[config.mk]
export PLATFORM = sky130hd
export DESIGN_NAME = addr_interlock_det
export DESIGN_NICKNAME = d
export VERILOG_FILES = /design/src/rtl/aid_pkg.sv /design/src/rtl/aid_datapath.sv /design/src/rtl/aid_control.sv /design/src/rtl/addr_interlock_det.sv
export SDC_FILE = /design/constraint.sdc
export NUM_CORES = 1
export LEC_CHECK = 0
export BUFFER_PORTS_ARGS = -buffer_cell sky130_fd_sc_hd__buf_4
export CORE_ASPECT_RATIO = 1.75
export CORE_MARGIN = 2
export CORE_UTILIZATION = 45
export CTS_CLUSTER_DIAMETER = 30
export DETAILED_ROUTE_END_ITERATION = 16
export GPL_TIMING_DRIVEN = 0
export PLACE_DENSITY_LB_ADDON = 0.25
export RECOVER_POWER = 25
export REMOVE_ABC_BUFFERS = 1
export SLEW_MARGIN = 40
export SYNTH_ARGS = -nofsm -noshare
export SYNTH_HDL_FRONTEND = slang
export SYNTH_SLANG_ARGS = --single-unit
[constraint.sdc]
create_clock -name clk -period 2.4 [get_ports clk]
set_input_delay 0.48 -clock clk [delete_from_list [all_inputs] [get_ports clk]]
set_output_delay 0.48 -clock clk [all_outputs]
set_load 0.02 [all_outputs]
[src/rtl/aid_pkg.sv]
package aid_pkg;

  typedef enum logic [2:0] {
    OP_LOAD  = 3'd0,
    OP_STORE = 3'd1,
    OP_LEA   = 3'd2,
    OP_PUSH  = 3'd3,
    OP_POP   = 3'd4,
    OP_CALL  = 3'd5,
    OP_RET   = 3'd6,
    OP_OTHER = 3'd7
  } aid_op_e;

  // strobes from control to datapath
  typedef struct packed {
    logic accept;  // group taken this cycle
    logic bump;    // group taken and needs a bubble
  } aid_strobe_t;

endpackage

[src/rtl/aid_datapath.sv]
module aid_datapath
  import aid_pkg::*;
#(
  parameter int LANES  = 2,
  parameter int NREG   = 8,
  parameter int SP_IDX = 4,
  parameter int CNT_W  = 16
) (
  input  logic                          clk,
  input  logic                          rst,
  input  logic [LANES*(3+2*($clog2(NREG)+1)+NREG)-1:0] laneDesc,
  input  aid_strobe_t                   strb,
  output logic [LANES-1:0]              laneHit,
  output logic [LANES-1:0]              stallLanes,
  output logic [CNT_W-1:0]              stallCount
);
  localparam int REG_W = $clog2(NREG);
  localparam int DW    = 3 + 2 * (REG_W + 1) + NREG;
  localparam int IDX_LO  = NREG;
  localparam int BASE_LO = NREG + REG_W + 1;
  localparam logic [CNT_W-1:0] CNT_MAX = '1;

  logic [NREG-1:0] hotQ;
  logic [NREG-1:0] hotNext;
  logic [LANES-1:0][NREG-1:0] laneWr;

  for (genvar g = 0; g < LANES; g++) begin : g_lane
    logic [DW-1:0]    d;
    aid_op_e          op;
    logic             baseUse, idxUse, consumer, stackOp, hit;
    logic [REG_W-1:0] baseReg, idxReg;
    logic [NREG-1:0]  wr;

    assign d = laneDesc[g*DW +: DW];

    always_comb begin
      op       = aid_op_e'(d[DW-1 -: 3]);
      baseUse  = d[BASE_LO + REG_W];
      baseReg  = d[BASE_LO +: REG_W];
      idxUse   = d[IDX_LO + REG_W];
      idxReg   = d[IDX_LO +: REG_W];
      consumer = op inside {OP_LOAD, OP_STORE, OP_LEA};
      stackOp  = op inside {OP_PUSH, OP_POP, OP_CALL, OP_RET};
      hit = (consumer && ((baseUse && hotQ[baseReg]) || (idxUse && hotQ[idxReg])))
          || (stackOp && hotQ[SP_IDX]);
      wr = d[NREG-1:0];
      if (op inside {OP_PUSH, OP_POP, OP_CALL}) wr[SP_IDX] = 1'b0;  // predicted
      if (op == OP_RET) wr[SP_IDX] = 1'b1;                           // explicit
    end

    assign laneHit[g] = hit;
    assign laneWr[g]  = wr;
  end

  always_comb begin
    hotNext = '0;
    for (int i = 0; i < LANES; i++) hotNext = hotNext | laneWr[i];
  end

  always_ff @(posedge clk) begin
    if (rst) begin
      hotQ       <= '0;
      stallLanes <= '0;
      stallCount <= '0;
    end else begin
      hotQ       <= strb.accept ? hotNext : '0;
      stallLanes <= strb.accept ? laneHit : '0;
      if (strb.bump && stallCount != CNT_MAX) stallCount <= stallCount + 1'b1;
    end
  end

  // one step per stalled group
  p_count_step_r11: assert property (@(posedge clk) disable iff (rst)
    (strb.bump && stallCount != CNT_MAX) |=> stallCount == $past(stallCount) + 1'b1);
  // no change without a stalled group
  p_count_hold_r11: assert property (@(posedge clk) disable iff (rst)
    !strb.bump |=> $stable(stallCount));
  // ceiling holds
  p_no_overflow_r11: assert property (@(posedge clk) disable iff (rst)
    stallCount == CNT_MAX |=> stallCount == CNT_MAX);

endmodule

[src/rtl/aid_control.sv]
module aid_control
  import aid_pkg::*;
#(
  parameter int LANES = 2
) (
  input  logic             clk,
  input  logic             rst,
  input  logic             inValid,
  input  logic [LANES-1:0] laneHit,
  output logic             inReady,
  output logic             stallFlag,
  output aid_strobe_t      strb
);
  logic stallQ;

  assign inReady = !stallQ;

  always_comb begin
    strb.accept = inValid && inReady;
    strb.bump   = strb.accept && (|laneHit);
  end

  always_ff @(posedge clk) begin
    if (rst) stallQ <= 1'b0;
    else     stallQ <= strb.bump;
  end

  assign stallFlag = stallQ;

  // bubble lasts a single cycle
  p_single_pulse_r10: assert property (@(posedge clk) disable iff (rst)
    stallFlag |=> !stallFlag);
  // a bubble only follows an offered group
  p_flag_needs_input_r10: assert property (@(posedge clk) disable iff (rst)
    stallFlag |-> $past(inValid));

endmodule

[src/rtl/addr_interlock_det.sv]
module addr_interlock_det
  import aid_pkg::*;
#(
  parameter int LANES  = 2,
  parameter int NREG   = 8,
  parameter int SP_IDX = 4,
  parameter int CNT_W  = 16
) (
  input  logic                   clk,
  input  logic                   rst,
  input  logic                   inValid,
  output logic                   inReady,
  input  logic [LANES*(3+2*($clog2(NREG)+1)+NREG)-1:0] inDesc,
  output logic                   stallFlag,
  output logic [LANES-1:0]       stallLanes,
  output logic [CNT_W-1:0]       stallCount
);
  aid_strobe_t      strb;
  logic [LANES-1:0] laneHit;

  aid_control #(.LANES(LANES)) u_ctrl (
    .clk(clk), .rst(rst), .inValid(inValid), .laneHit(laneHit),
    .inReady(inReady), .stallFlag(stallFlag), .strb(strb)
  );

  aid_datapath #(.LANES(LANES), .NREG(NREG), .SP_IDX(SP_IDX), .CNT_W(CNT_W)) u_dp (
    .clk(clk), .rst(rst), .laneDesc(inDesc), .strb(strb),
    .laneHit(laneHit), .stallLanes(stallLanes), .stallCount(stallCount)
  );

endmodule

# Yosys cells after proc, flatten, opt, wreduce, memory -nomap -nowiden
# Index checks and enable logic that the tools add are counted.
# W data, S select, Z words.
[totals]
regBits = 27
latch_bits = 0
ram_bits = 0
rom_bits = 0
inputBits = 41
out_inout_bits = 20
elab_cells = 62
mem_count = 0
[classes]
add_sub_neg = 1
mul = 0
n_div = 0
n_lt_le_gt_ge = 4
eq_ne = 13
n_shift = 0
mux = 12
bitwise = 2
n_reduce_logical = 26
[op_table]
columns = ["op", "count"]
rows = [
  ["$eq A3 B3 Y1 const B", 6],
  ["$add A16 B1 Y16 const B", 1],
  ["$lt A3 B4 Y1 const B", 4],
  ["$ne A16 B16 Y1 const B", 1],
  ["$bmux W1 S3", 4],
  ["$eq A3 B2 Y1 const B", 4],
  ["$reduce_bool A3 Y1", 4],
  ["$logic_and A1 B1 Y1", 11],
  ["$mux W1", 8],
  ["$or A8 B8 Y8", 1],
  ["$reduce_bool A4 Y1", 2],
  ["$eq A3 B1 Y1 const B", 2],
  ["$logic_not A3 Y1", 2],
  ["$logic_or A1 B1 Y1", 4],
  ["$reduce_or A2 Y1", 2],
  ["$logic_not A1 Y1", 1],
  ["$not A1 Y1", 1],
]

# Longest topological paths before layout
[depth]
word_depth = 9
mapped_depth = 8
ltp_nobuf = 7

# Cells and area by module
# Synthesis repeated with hierarchy kept, for this count alone.
[hier_totals]
cells_unflattened = 181
area_unflattened_um2 = 1570.3
[by_module_without_submodules]
columns = ["module", "n_inst", "cells_per_inst", "area_each_um2", "seq_area_each_um2"]
rows = [
  ["aid_datapath", 1, 174, 1511.4, 520.5],
  ["aid_control", 1, 7, 58.8, 20.0],
]

# Worst setup path after synthesis
# Ideal clock, no wire load.
[synth_path]
kind = "input port to flip-flop"
start = "in inDesc[12]"
end = "reg u_dp.stallCount[9]"
setup_ns = 0.123
arrival_ns = 2.136
required_ns = 2.277
slack_ns = 0.141
cell_stages = 7
n_path_buf = 1
cell_sequence = "mux4_2 > nand2b_1 > a221oi_4 > a21oi_2 > buf_6 > nand4_1 > mux2_1"
[synth_between]
elab_chain_cells = 9
[synth_lines]
columns = ["element", "line", "source"]
rows = [
  ["from (decl)", "addr_interlock_det.sv:13", "input logic [LANES*(3+2*($clog2(NREG)+1)+NREG)-1:0] inDesc,"],
  ["$bmux W1 S3", "aid_datapath.sv:44", "hit = (consumer && ((baseUse && hotQ[baseReg]) || (idxUse && hotQ[idxReg])))"],
  ["$mux W1 (not written as such)", "aid_datapath.sv:44", ""],
  ["$logic_and A1 B1 Y1", "aid_datapath.sv:44", ""],
  ["$logic_or A1 B1 Y1", "aid_datapath.sv:44", ""],
  ["$logic_and A1 B1 Y1", "aid_datapath.sv:44", ""],
  ["$logic_or A1 B1 Y1", "aid_datapath.sv:45", "|| (stackOp && hotQ[SP_IDX]);"],
  ["$reduce_or A2 Y1", "aid_control.sv:20", "strb.bump = strb.accept && (|laneHit);"],
  ["$logic_and A1 B1 Y1", "aid_control.sv:20", ""],
  ["$logic_and A1 B1 Y1", "aid_datapath.sv:68", "if (strb.bump && stallCount != CNT_MAX) stallCount <= stallCount + 1'b1;"],
  ["to (signal assigned)", "aid_datapath.sv:68", ""],
  ["to (decl)", "aid_datapath.sv:15", "output logic [CNT_W-1:0] stallCount"],
]
# No other way between the ends. The select of a mux whose other input is x is not followed.
# A chain may end at the register's enable or synchronous reset.

# Worst setup path in the final report
[layout_path]
start = "reg u_dp.hotQ[4]"
end = "reg u_dp.stallCount[9]"
[layout_between]
elab_chain_cells = 9
word_cells_on_any_way = 23
classes_between = "mux (8); reduce/logical (15)"
[layout_lines]
columns = ["element", "line", "source"]
rows = [
  ["from (decl)", "aid_datapath.sv:23", "logic [NREG-1:0] hotQ;"],
  ["from (signal assigned)", "aid_datapath.sv:66", "hotQ <= strb.accept ? hotNext : '0;"],
  ["$bmux W1 S3", "aid_datapath.sv:44", ""],
  ["$mux W1 (not written as such)", "aid_datapath.sv:44", ""],
  ["$logic_and A1 B1 Y1", "aid_datapath.sv:44", ""],
  ["$logic_or A1 B1 Y1", "aid_datapath.sv:44", ""],
  ["$logic_and A1 B1 Y1", "aid_datapath.sv:44", ""],
  ["$logic_or A1 B1 Y1", "aid_datapath.sv:45", ""],
  ["$reduce_or A2 Y1 *", "aid_control.sv:20", ""],
  ["$logic_and A1 B1 Y1 *", "aid_control.sv:20", ""],
  ["$logic_and A1 B1 Y1 *", "aid_datapath.sv:68", ""],
]
# Every way passes the cells marked *; elsewhere a longest branch is shown, timed or not. The select of a mux whose other input is x is not followed.

==> metrics.md <==
| Metric | Value |
|---|---|
| Syn_area_per_cell | ~9.0 sq um |
| Max cap viols | 0 |
| Wire length per cell | between 10 and 15 microns |
| Iter 0 DRT Violations | 17 |
| CTS buffer count | 3 |
| Layout area overhead | 31.1% |
| Period minus WS final | 2270 ps |
| Global Route Usage Sum | 0.211 |
| Hold Path Class | input pin to register |
| Worst hold slack | 412 ps |
| Worst hold start | inDesc[5] |
| Slew HR | 0.714 |
| Fin cells | 276 |
| Max-slew violation count | 0 |
| Share of cells above drive strength 1 | 0.281 |
| Clk pin slew, worst setup/hold paths | ~90 ps |
| Crit Path Class | register to register |
| # rows | 28 |
| ANT nets after route | 0 |
| Gpl congestion | 0.797 |
| Fmax | 440 MHz |
| Global route overflow | 0 |
| Diodes inserted | 0 |
| TritonRoute pass-1 iters | 4 |
| CP Data Required Time | between 2000 and 3000 ps |
| Clock tree from TritonCTS | yes |
| Post-Route M1 WL | approximately 1400 microns |
| Nature of the critical path endpoint | register |
| Main flop type after synthesis | dfxtp_1 |
| Post-synth EDFFs | 0 |
| Layout Nets | approximately 270 |
| Final setup viols | 0 |
| YS warnings | 0 |
| Met2 Routed Length | between 2000 and 2500 microns |
| Latest clock arrival within the worst-skew pair | between 200 and 300 ps |
| DP Cell Count | 272 |
| Fin Clk Skew | approximately 2.4 ps |
| Pwr/cell area | approximately 450 nW/um^2 |
| Final wirelength | 3860 microns |
| Crit. Startpoint | u_dp.hotQ[4] |
| CP Launch Type | register |
| Worst-margin pin slew | between 400 and 500 ps |
| RSZ-0062 raised after global routing | false |
| Via total after detailed routing | between 1000 and 1500 |
| DRC viols | 0 |
| Total I/O pin count | approximately 60 |
| CP max FO | 13 |
| Synthesized cell area | 1560 sq um |
| Status | complete, no violations |
| Root Driver | clkbuf_8 |
| # Post-CTS Setup Buffers | 0 |
| Synth unique cells | 37 |
| Flops & latches, synth | 27 |
| Worst slack, placed | -205 ps |
| Initial antenna violation count | 0 |
| DP HPWL | 3160 microns |
| H-tree Lvls | 1 |
| First-pass GRT wire length | ~6500 microns |
| Die width | ~48 microns |
| Hold Vio Cnt, Final | 0 |
| Via/cell ratio | 5.35 |
| Pleak | around 0.00086 uW |
| Top sig layer | met4 |
| Pin count of the biggest net entering global routing | 27 |
| VDD IR-drop max | ~0.42 mV |
| Async SR Flop Fraction | 0 |
| Post-route setup slack | approximately 130 ps |
| Initial Util | 0.463 |
| Port bufs | 60 |
| Sequential element share of the synthesized area | 0.347 |
| Clock buffer depth | 2 |
| Worst EP arrival | between 2000 and 2500 ps |
| Part of the cycle the worst path needs | 0.948 |
| Clock sink total | 27 |
| Post-Syn Instances | around 170 |
| Die area | 3970 sq um |
| Die Height | ~80 microns |
| Wire length on met3 | 162 microns |
| R2R Path Start | u_dp.hotQ[4] |
| Vias in the first global route | around 1500 |
| Core Area | approximately 3400 sq um |
## flip-flops by register name, indices dropped and copies added (netlist names)
signal	count
u_dp.stallLanes	2
u_ctrl.stallFlag	1
u_dp.hotQ	8
u_dp.stallCount	16
## report_power, final
group / switching (uW) / internal (uW)
Clock: 135 / 119
Sequential: 13.8 / 461
Combinational: 84.3 / 98.4
Total: 233 / 678
## cells in the mapped netlist, drive strengths merged, types with 4 or more instances
cell / instances / area (sq um)
nor2b: 7 / 43.8
nand3: 6 / 30.0
o21ai: 4 / 20.0
dfxtp: 27 / 541
nand2b: 5 / 31.3
xnor2: 4 / 35.0
a21oi: 11 / 62.6
nor2: 33 / 124
clkbuf: 6 / 22.5
nand4: 7 / 43.8
inv: 5 / 18.8
mux4: 6 / 135
and3: 5 / 31.3
nand2: 11 / 41.3
mux2i: 6 / 60.1
mux2: 6 / 67.6
## cell usage in the layout, fill, tap and decap left out, types with 4 or more instances in the layout
cell / Yosys / layout
a21oi_1: 9 / 9
clkbuf_1: 6 / 12
and3_1: 5 / 5
nor2_1: 33 / 33
buf_4: 0 / 49
mux2i_1: 6 / 6
nor2b_1: 7 / 7
mux4_2: 6 / 6
xnor2_1: 4 / 4
nand2_1: 11 / 11
nand3_1: 6 / 6
nand4_1: 7 / 7
o21ai_0: 4 / 4
mux2_1: 6 / 6
inv_1: 5 / 5
nand2b_1: 5 / 5
dfxtp_1: 27 / 27
## per-stage QoR
step                setup TNS (ps)  area [sq um]   util  power (uW)
finish                           0          2040  0.607         911
global placement              -925          2030  0.604         665
CTS                              0          2080  0.617         918
floorplan                        0          1520      -         575
detailed placement           -1000          2030  0.604         670
global route                     0          2040  0.607         951
## per-layer routing
| metal | up-vias | track usage |
|---|---|---|
| li1 | 743 | - |
| met1 | 673 | 0.201 |
| met2 | 51 | 0.442 |
| met3 | 9 | 0.0345 |
| met4 | 0 | 0.0800 |
| met5 | - | 0 |
## cell type report
type	instances	area, sq um
repair buffers	60	409
flip-flops and latches	27	541
inverters	5	18.8
fillers	314	1320
well taps	45	56.3
clock buffers	4	45.0
multi-input cells	135	972
## kinds of logic (layout without fill, tap and decap cells)
group	Yosys count	count (layout)	synth area share
AND/OR/NAND/NOR	82	82	0.262
AO/OA/AOI/OAI	29	29	0.153
flip-flops	27	27	0.347
multiplexers	18	18	0.169
buffers and inverters	12	69	0.0337
XOR/XNOR	5	5	0.0281
adder cells (fa/ha/maj)	1	1	0.00803
## worst paths after layout
check                                          end  slack (ps)  cells past startpoint
worst max-delay path            u_dp.stallCount[9]         130                      7
worst min-delay path                  u_dp.hotQ[5]         410                      3
worst max register to register  u_dp.stallCount[9]         130                      7
worst min register to register  u_dp.stallCount[8]         530                      2
## worst max-delay path, cell delays in order (launching register included)
cell and delay, ps:
dfxtp_1 390, mux4_2 470, mux2i_1 180, nor2_1 100, a221oi_4 350, a21oi_4 190
nand4_1 150, mux2_1 320
## repair_timing
item / CTS / global route
hold buffers: 0 / 0
resized for setup: 0 / 1
setup endpoints to repair: 0 / 5
Power figures use the tool's default switching activity.
